**config.mk**
```make
export PLATFORM = sky130hd
export DESIGN_NAME = pin_change_irq
export DESIGN_NICKNAME = d
export VERILOG_FILES = /design/src/rtl/pcirq_pkg.sv /design/src/rtl/pcirq_sync.sv /design/src/rtl/pcirq_pin_sense.sv /design/src/rtl/pcirq_vector.sv /design/src/rtl/pin_change_irq.sv
export SDC_FILE = /design/constraint.sdc
export NUM_CORES = 1
export LEC_CHECK = 0
export BUFFER_PORTS_ARGS = -buffer_cell sky130_fd_sc_hd__buf_2
export CAP_MARGIN = 25
export CORE_MARGIN = 1.5
export CORE_UTILIZATION = 35
export DETAILED_ROUTE_END_ITERATION = 7
export PLACE_DENSITY = 0.68
export SKIP_CTS_REPAIR_TIMING = 1
export SLEW_MARGIN = 20
export SYNTH_ARGS = -nofsm -noshare
export SYNTH_HDL_FRONTEND = slang
export SYNTH_SLANG_ARGS = --single-unit
```
**constraint.sdc**
```tcl
create_clock -name clk -period 3.3 [get_ports clk]
set_clock_uncertainty 0.1 [all_clocks]
set_input_delay 0.165 -clock clk [delete_from_list [all_inputs] [get_ports clk]]
set_output_delay 0.165 -clock clk [all_outputs]
set_load 0.005 [all_outputs]
```
**src/rtl/pcirq_pkg.sv**
```systemverilog
// Shared encodings for the port pin-change interrupt unit.
// Assumes two-bit sense and level fields.
package pcirq_pkg;
    typedef enum logic [1:0] {
        SENSE_BOTH = 2'd0,
        SENSE_RISE = 2'd1,
        SENSE_FALL = 2'd2,
        SENSE_LOW  = 2'd3
    } sense_e;

    typedef enum logic [1:0] {
        LVL_OFF  = 2'd0,
        LVL_LOW  = 2'd1,
        LVL_MED  = 2'd2,
        LVL_HIGH = 2'd3
    } level_e;

    localparam int NUM_VEC = 2;
    localparam int SENSE_W = 2;
    localparam int LVL_W   = 2;
endpackage

```
**src/rtl/pcirq_sync.sv**
```systemverilog
// Multi-flop synchronizer for one asynchronous bit.
// Assumes STAGES >= 2; every stage resets to RST_VAL.
module pcirq_sync #(
    parameter int   STAGES  = 2,
    parameter logic RST_VAL = 1'b1
) (
    input  logic clk,
    input  logic rst_n,
    input  logic d_i,
    output logic q_o
);
    logic [STAGES-1:0] chain_q;

    // Shift the raw value through the flop chain.
    always_ff @(posedge clk) begin
        if (!rst_n) chain_q <= {STAGES{RST_VAL}};
        else        chain_q <= {chain_q[STAGES-2:0], d_i};
    end

    assign q_o = chain_q[STAGES-1];
endmodule

```
**src/rtl/pcirq_pin_sense.sv**
```systemverilog
// Per-pin event detector: synchronizes the pin, keeps its previous
// synchronized value and reports an event according to the sense field.
// Assumes the reset value 1 (idle-high pins).
module pcirq_pin_sense
    import pcirq_pkg::*;
#(
    parameter int SYNC_STAGES = 2
) (
    input  logic               clk,
    input  logic               rst_n,
    input  logic               pin_i,
    input  logic [SENSE_W-1:0] sense_i,
    output logic               hit_o
);
    logic cur;
    logic prev_q;

    pcirq_sync #(.STAGES(SYNC_STAGES), .RST_VAL(1'b1)) u_sync (
        .clk   (clk),
        .rst_n (rst_n),
        .d_i   (pin_i),
        .q_o   (cur)
    );

    // Hold the synchronized value of the previous cycle.
    always_ff @(posedge clk) begin
        if (!rst_n) prev_q <= 1'b1;
        else        prev_q <= cur;
    end

    // Decode the sense selection into an event.
    always_comb begin
        unique case (sense_e'(sense_i))
            SENSE_BOTH: hit_o = cur ^ prev_q;
            SENSE_RISE: hit_o = cur & ~prev_q;
            SENSE_FALL: hit_o = ~cur & prev_q;
            SENSE_LOW:  hit_o = ~cur;
            default:    hit_o = 1'b0;
        endcase
    end
endmodule

```
**src/rtl/pcirq_vector.sv**
```systemverilog
// One interrupt vector: masks pin events into a sticky flag, clears
// it on acknowledge or software write (a new event wins), and gates
// the request by the priority level.
module pcirq_vector
    import pcirq_pkg::*;
#(
    parameter int NPINS = 8
) (
    input  logic             clk,
    input  logic             rst_n,
    input  logic [NPINS-1:0] hit_i,
    input  logic [NPINS-1:0] mask_i,
    input  logic [LVL_W-1:0] lvl_i,
    input  logic             clr_i,
    input  logic             ack_i,
    output logic             flag_o,
    output logic             req_o,
    output logic [LVL_W-1:0] req_lvl_o
);
    logic trig;
    logic flag_q;

    assign trig = |(hit_i & mask_i);

    // Sticky flag; a trigger overrides a same-cycle clear.
    always_ff @(posedge clk) begin
        if (!rst_n) flag_q <= 1'b0;
        else        flag_q <= trig | (flag_q & ~(clr_i | ack_i));
    end

    // Forward the request only at a non-off level.
    always_comb begin
        req_o     = flag_q && (level_e'(lvl_i) != LVL_OFF);
        req_lvl_o = req_o ? lvl_i : '0;
    end

    assign flag_o = flag_q;
endmodule

```
**src/rtl/pin_change_irq.sv**
```systemverilog
// Top of the port pin-change interrupt unit: one sense detector per
// pin and two independent masked vectors sharing those detectors.
module pin_change_irq
    import pcirq_pkg::*;
#(
    parameter int NPINS       = 8,
    parameter int SYNC_STAGES = 2
) (
    input  logic                     clk,
    input  logic                     rst_n,
    input  logic [NPINS-1:0]         pin_i,
    input  logic [SENSE_W*NPINS-1:0] sense_i,
    input  logic [NPINS-1:0]         mask0_i,
    input  logic [NPINS-1:0]         mask1_i,
    input  logic [LVL_W-1:0]         lvl0_i,
    input  logic [LVL_W-1:0]         lvl1_i,
    input  logic [NUM_VEC-1:0]       flag_clr_i,
    input  logic [NUM_VEC-1:0]       ack_i,
    output logic [NUM_VEC-1:0]       flag_o,
    output logic [NUM_VEC-1:0]       req_o,
    output logic [LVL_W-1:0]         req_lvl0_o,
    output logic [LVL_W-1:0]         req_lvl1_o
);
    logic [NPINS-1:0] pin_hit;
    logic [NPINS-1:0] mask_a [NUM_VEC];
    logic [LVL_W-1:0] lvl_a  [NUM_VEC];
    logic [LVL_W-1:0] rlvl_a [NUM_VEC];

    assign mask_a[0] = mask0_i;
    assign mask_a[1] = mask1_i;
    assign lvl_a[0]  = lvl0_i;
    assign lvl_a[1]  = lvl1_i;
    assign req_lvl0_o = rlvl_a[0];
    assign req_lvl1_o = rlvl_a[1];

    for (genvar k = 0; k < NPINS; k++) begin : g_pin
        pcirq_pin_sense #(.SYNC_STAGES(SYNC_STAGES)) u_sense (
            .clk     (clk),
            .rst_n   (rst_n),
            .pin_i   (pin_i[k]),
            .sense_i (sense_i[SENSE_W*k +: SENSE_W]),
            .hit_o   (pin_hit[k])
        );
    end

    for (genvar v = 0; v < NUM_VEC; v++) begin : g_vec
        pcirq_vector #(.NPINS(NPINS)) u_vec (
            .clk       (clk),
            .rst_n     (rst_n),
            .hit_i     (pin_hit),
            .mask_i    (mask_a[v]),
            .lvl_i     (lvl_a[v]),
            .clr_i     (flag_clr_i[v]),
            .ack_i     (ack_i[v]),
            .flag_o    (flag_o[v]),
            .req_o     (req_o[v]),
            .req_lvl_o (rlvl_a[v])
        );
    end
endmodule

```
==> qor.txt, run 1 <==
CTS clk-pin slew, worst paths: 0.09 ns
Worst Path Arrival: 1.91 ns
Net Count, Synth: 197
DRT Pass-1 Iters: 6
Routed length per instance: 10.1 um
Crit path max fanout: 2
Vias in the first global route: 959
Hold_sp: mask0_i[6]
Global Route Usage Sum: 12.1%
Synth cell types: 21
Mapped cell area: 1310 um2
Min-Delay Endpoint: g_vec[0].u_vec.flag_o$_SDFF_PN0_
Vias: 1,070
Endpoint class of the critical path: register
Synthesized instance count: 131
Beginning of the critical path: g_pin[2].u_sense.prev_q$_SDFF_PN1_
CTS root buf: clkbuf_8
Port bufs: 57
Global route total overflow: 0
Met1 Track Usage GR: 14.4%
YS warnings: 0
Worst Reg-to-Reg Cells: 6
Vias per std cell: 4.42
CTS tree: built
Final Max Slew Viols: 0
Worst IR Drop VDD: 0.000190 V
GR peak layer: met2
Reg2reg start: g_pin[2].u_sense.prev_q$_SDFF_PN1_
Worst Hold Slack: 0.0749 ns
Grt met2 use: 19.8%
Die W: 64.2 um
Status: finished clean
Drt initial violations: 29
Most common cell after layout, fill and taps aside: buf_2
Tcrit/Tclk final: 56.6%
DRC errors left: 0
Largest net degree at the start of global routing: 26
FP Rows: 22
WL final: 2.44 mm
Critical Path RT: 3.35 ns
# nets final: 261
Antenna violations before repair: 0
Total inserted antenna cells: 0
Max-Cap Viols: 0
Reg2Reg Setup Slack: 1.43 ns
Num Clock Sinks: 26
Placed Area: 1620 um2
Starting density of the core: 36.1%
F_max: 536 MHz
LEAKAGE: 0.974 nW
Area Growth Syn to Fin: 35.0%
RSZ-0062 raised after global routing: no
Kind of critical path: reg -> reg
Htree depth: 1
Share of cells above drive strength 1: 36.1%
Power Density: 397 nW/um2
Met3 Usage GRT: 3.52%
Worst-Skew Late Latency: 0.27 ns
Actual slew at the worst max-slew pin: 0.448 ns
Post-synthesis sequential element count: 26
Hold violation total from the final report: 0
Rel. slew slack: 70.1%
Syn Area/Cell: 10.0 um2
Final Wtd Congestion: 0.667
Register area share after synthesis: 39.7%
Startpoint types: register
Final Setup Violations: 0
Num CTS Buffers: 3
Most frequent cells in the layout: 57 x buf_2, 26 x dfxtp_1, 23 x inv_1
Register area: 520 um2
Hold Path Stages: 3
Routed Antenna Nets: 0
Critical R2R Capture: g_vec[1].u_vec.flag_o$_SDFF_PN0_
DIE HEIGHT: 64.2 um
Tot Pwr: 0.703 mW
Clk buf depth: 2
First-pass GRT wire length: 3.87 mm
Final cell count without fillers: 242
Post-layout minimum cycle time: 1.87 ns
Fillers: 360
Number of placed I/O pins: 58
Final setup TNS: 0 ns
Core Region: 3630 um2
Multi-input gate area: 664 um2
Design Area, Final: 1770 um2
Inst Count DP: 230
HP Class: in -> reg
DP HPWL: 1.90 mm
Full die area: 4130 um2
per-layer routing:
layer,part of all wire (%),vias to the layer above
met2,42,59
li1,-,548
met3,12,5
met1,44,458
met5,0,-
met4,2.3,0
state kept, by name, summed over array words and instances (netlist names):
signal and cells:
g_pin.u_sense.u_sync.chain_q 16, g_vec.u_vec.flag_o 2, g_pin.u_sense.prev_q 8
critical path, cell delays in order (launching register included):
cell      delay, ns
dfxtp_1        0.34
inv_1          0.04
ha_1           0.26
inv_1          0.03
mux4_2         0.45
a222oi_1       0.39
a31oi_1        0.12
power by group:
group | leakage [nW] | total, mW | internal (mW) | switching (mW)
Combinational | 0.724 | 0.103 | 0.0640 | 0.0395
Clock | 0.0357 | 0.263 | 0.162 | 0.101
Sequential | 0.215 | 0.336 | 0.328 | 0.00748
Total | 0.974 | 0.703 | 0.555 | 0.148
cells in the mapped netlist:
cell type | n | area share (%)
dfxtp_1 | 26 | 40
a22oi_1 | 4 | 2.3
a222oi_1 | 2 | 1.5
nor2_1 | 2 | 0.57
inv_1 | 23 | 6.6
a21oi_1 | 2 | 0.76
a21boi_1 | 1 | 0.57
and3_1 | 1 | 0.48
nand2b_1 | 18 | 8.6
o21ai_0 | 2 | 0.76
buf_4 | 4 | 2.3
or2_2 | 1 | 0.48
and4_1 | 1 | 0.67
o21a_1 | 2 | 1.1
and2_1 | 4 | 1.9
mux4_2 | 7 | 12
nand2_1 | 11 | 3.1
a31oi_1 | 1 | 0.48
ha_1 | 16 | 15
clkbuf_1 | 2 | 0.57
inv_2 | 1 | 0.29
cells by family after synthesis:
kind of cell               synth area share [%]
buffers and inverters                      9.72
and+or+nand+nor                            15.8
DFF                                        39.7
adders and majority gates                  15.3
muxes                                      12.0
AOI/OAI and AO/OA                          7.53
how the worst max path moves through the flow:
stage	cells past startpoint	slack, ns	endpoint
after floorplan	6	1.57	g_vec[1].u_vec.flag_o$_SDFF_PN0_
after global placement	6	1.44	g_vec[1].u_vec.flag_o$_SDFF_PN0_
after detailed placement	6	1.40	g_vec[1].u_vec.flag_o$_SDFF_PN0_
after CTS	6	1.39	g_vec[1].u_vec.flag_o$_SDFF_PN0_
after global routing	6	1.30	g_vec[1].u_vec.flag_o$_SDFF_PN0_
final	6	1.43	g_vec[1].u_vec.flag_o$_SDFF_PN0_
layout make-up:
class / count / share of cell area (%)
Clock buffer: 3 / 2.33
Timing Repair Buffer: 65 / 20.6
Multi-Input combinational cell: 75 / 37.5
Inverter: 24 / 5.08
Sequential cell: 26 / 29.4
Clock inverter: 1 / 1.69
Tap cell: 48 / 3.39
stage by stage:
step	utilization, %	worst slack, ns
6_report	48.8	1.43
5_1_grt	48.8	1.30
4_1_cts	46.6	1.39
3_5_place_dp	44.6	1.40
3_3_place_gp	44.6	1.44
2_1_floorplan	-	1.57
(Power assumes the default switching activity.)
==> run 2, diff against run 1 <==
--- a/config.mk
+++ b/config.mk
@@ -5,12 +5,13 @@
 export SDC_FILE = /design/constraint.sdc
 export NUM_CORES = 1
 export LEC_CHECK = 0
+export ABC_AREA = 1
 export BUFFER_PORTS_ARGS = -buffer_cell sky130_fd_sc_hd__buf_2
 export CAP_MARGIN = 25
 export CORE_MARGIN = 1.5
 export CORE_UTILIZATION = 35
 export DETAILED_ROUTE_END_ITERATION = 7
-export PLACE_DENSITY = 0.68
+export PLACE_DENSITY = 0.69
 export SKIP_CTS_REPAIR_TIMING = 1
 export SLEW_MARGIN = 20
 export SYNTH_ARGS = -nofsm -noshare
==> constraint.sdc (replaced) <==
create_clock -name clk -period 1.58 [get_ports clk]
set_clock_uncertainty 0.1 [all_clocks]
set_input_delay 0.079 -clock clk [delete_from_list [all_inputs] [get_ports clk]]
set_output_delay 0.079 -clock clk [all_outputs]
set_load 0.005 [all_outputs]
==> run 2 against run 1 <==
  * Cell count rose by 39%
  * Count of clock-buffer cells in the layout did not move
  * Core utilization rose by 0.091 points
  * Critical endpoint is now g_vec[0].u_vec.flag_o$_SDFF_PN0_
  * Largest cell class unchanged
==> qor.txt, run 2 <==
Status: finished clean
HP Class: in -> reg
Rel. slew slack: 69.5% (-0.60 points)
Largest family of logic cells by synthesized area: simple AND/OR/NAND/NOR gates
Most numerous cell in the Yosys netlist: nand2_1
Worst Path Arrival: 1.55 ns (-0.36 ns)
Actual slew at the worst max-slew pin: 0.457 ns (+0.00899 ns)
Crit path largest cell delay: 0.33 ns (-0.12 ns)
CP Cell Sequence: inv_1 > ha_1 > inv_2 > nand2_1 > nand3_1 > nand3_1 > nand2_1 > nor2_2 > nand3_1 > nand2_1 > inv_1
Global route total overflow: 0 (unchanged)
Slowest cell on crit path: dfxtp_2
Post-layout minimum cycle time: 1.49 ns (-0.381 ns)
Placed Area: 1780 um2 (+9.9%)
Post-Synth Simple-Gate Area: 30.2% (+14 points)
Reg2reg start: g_pin[3].u_sense.prev_q$_SDFF_PN1_
Largest net degree at the start of global routing: 27 (+3.8%)
Tot Pwr: 1.32 mW (+88%)
DRT Pass-1 Iters: 4 (-2)
First-pass GRT wire length: 4.15 mm (+7.3%)
Max reg flops: 16 (unchanged)
Compound-Gate Fraction of Synth Area: 2.03% (-5.5 points)
DIE HEIGHT: 68.0 um (+5.8%)
# nets final: 355 (+36%)
Startpoint types: register
Mux share of post-synthesis cell area: 0% (-12 points)
CTS root buf: clkbuf_8
Hold_sp: rst_n
Num CTS Buffers: 3 (unchanged)
Worst-Skew Late Latency: 0.26 ns (about the same)
CTS clk-pin slew, worst paths: 0.08 ns (about the same)
Tcrit/Tclk final: 94.1% (+37 points)
Register area share after synthesis: 35.2% (-4.4 points)
Max-Cap Viols: 0 (unchanged)
Final Max Slew Viols: 0 (unchanged)
Routed Antenna Nets: 0 (unchanged)
Worst IR Drop VDD: 0.000415 V (+120%)
Syn Area/Cell: 6.57 um2 (-34%)
Top cells by area in the synthesized netlist: dfxtp_1 35%, nand2_1 17%, ha_1 14%
DP HPWL: 2.26 mm (+19%)
Area leader, netlist: dfxtp_1
Synthesized instance count: 225 (+72%)
Core Region: 4030 um2 (+11%)
Net Count, Synth: 291 (+48%)
Die W: 68.0 um (+5.8%)
Most frequent cells after synthesis: 67 x nand2_1, 46 x inv_1, 29 x nand3_1, 26 x dfxtp_1, 16 x ha_1
YS warnings: 0 (unchanged)
RSZ-0062 raised after global routing: yes
Kind of critical path: reg -> reg
Routed length per instance: 8.53 um (-15%)
Share of cells above drive strength 1: 33.8% (-2.3 points)
Final Wtd Congestion: 0.721 (+8.1%)
Hold violation total from the final report: 0 (unchanged)
Full die area: 4620 um2 (+12%)
DRC errors left: 0 (unchanged)
Endpoint class of the critical path: register
Num Clock Sinks: 26 (unchanged)
Post-synthesis async set-or-reset flop share: 0% (unchanged)
Vias: 1,399 (+31%)
Area Growth Syn to Fin: 33.2%
Number of placed I/O pins: 58 (unchanged)
Total inserted antenna cells: 0 (unchanged)
Worst Hold Slack: 0.114 ns (+0.0387 ns)
Final core utilization: 48.9% (+0.091 points)
Antenna violations before repair: 0 (unchanged)
Synth Area in XOR/XNOR: 0% (unchanged)
Final setup TNS: 0 ns (unchanged)
Most common cell after layout, fill and taps aside: nand2_1
Worst path buffer plus inverter count: 3 (+1)
F_max: 673 MHz (+26%)
Final Setup Violations: 0 (unchanged)
Critical Path RT: 1.64 ns (-1.71 ns)
Port bufs: 57 (unchanged)
Area share of the largest cell type after synthesis: 35.2% (-4.4 points)
Area share of fa/ha/maj cells after synthesis: 13.5% (-1.7 points)
Delay-heaviest family, CP: simple AND/OR/NAND/NOR gates
Global Route Usage Sum: 11.6% (-0.50 points)
Post-synthesis sequential element count: 26 (unchanged)
Biggest register: g_pin.u_sense.u_sync.chain_q
Starting density of the core: 36.7% (+0.55 points)
Mapped cell area: 1480 um2 (+13%)
Post-synth EDFFs: 0 (unchanged)
Clk buf depth: 2 (unchanged)
Drt initial violations: 27 (-6.9%)
Vias per std cell: 4.15 (-6.1%)
FP Rows: 23 (+4.5%)
Beginning of the critical path: g_pin[3].u_sense.prev_q$_SDFF_PN1_
Power Density: 673 nW/um2 (+70%)
LEAKAGE: 1.24 nW (+27%)
CTS tree: built
Synth cell types: 15 (-29%)
WL final: 2.87 mm (+18%)
Vias in the first global route: 1,138 (+19%)
Ys flop type: dfxtp_1
Design Area, Final: 1970 um2 (+11%)
Htree depth: 1 (unchanged)
Crit path max fanout: 2 (unchanged)
Most frequent cells in the layout: 65 x nand2_1, 57 x buf_2, 44 x inv_1
-- run 2: path summary, 6_finish.rpt --
| check | endpoint | slack, ns | cells after the start |
|---|---|---|---|
| worst max-delay path | g_vec[0].u_vec.flag_o$_SDFF_PN0_ | 0.09 | 11 |
| worst min-delay path | g_pin[5].u_sense.u_sync.chain_q[1]$_SDFF_PN1_ | 0.11 | 2 |
| worst max register to register | g_vec[0].u_vec.flag_o$_SDFF_PN0_ | 0.09 | 11 |
| worst min register to register | g_pin[1].u_sense.u_sync.chain_q[1]$_SDFF_PN1_ | 0.31 | 2 |
-- run 2: report_power, final --
part	internal, mW	leakage [nW]	switching, mW
clock	0.170	0.0216	0.183
sequential	0.686	0.212	0.0163
combinational	0.132	1.01	0.137
-- run 2: metrics by stage --
| step | setup WS, ns | instances |
|---|---|---|
| after floorplan | 0.245 | 225 |
| after global placement | 0.0785 | 325 |
| after detailed placement | 0.0223 | 325 |
| after CTS | 0.0112 | 328 |
| after global routing | -0.0149 | 337 |
| final | 0.0938 | 337 |
-- run 2: cell families (layout without fill, tap and decap cells) --
family                     count (synthesis)  after routing
AOI/OAI and AO/OA                          6              6
and+or+nand+nor                          108            108
DFF                                       26             26
adders and majority gates                 16             16
buffers and inverters                     69            131
-- run 2: cell type report --
type	count	area, um2
clock buffers	3	41.3
fillers	422	2060
inverters	62	235
multi-input cells	130	727
flip-flops and latches	26	529
well taps	50	62.6
repair buffers	66	373
-- run 2: layer usage --
layer / track usage (%) / up-vias / part of all wire (%) / wire length [um]
met1: 12.1 / 590 / 45 / 1290
met3: 1.97 / 2 / 4.9 / 140
met4: 3.75 / 0 / 0.42 / 12
li1: - / 776 / - / -
met5: 0 / - / 0 / 0
met2: 23.2 / 31 / 50 / 1430
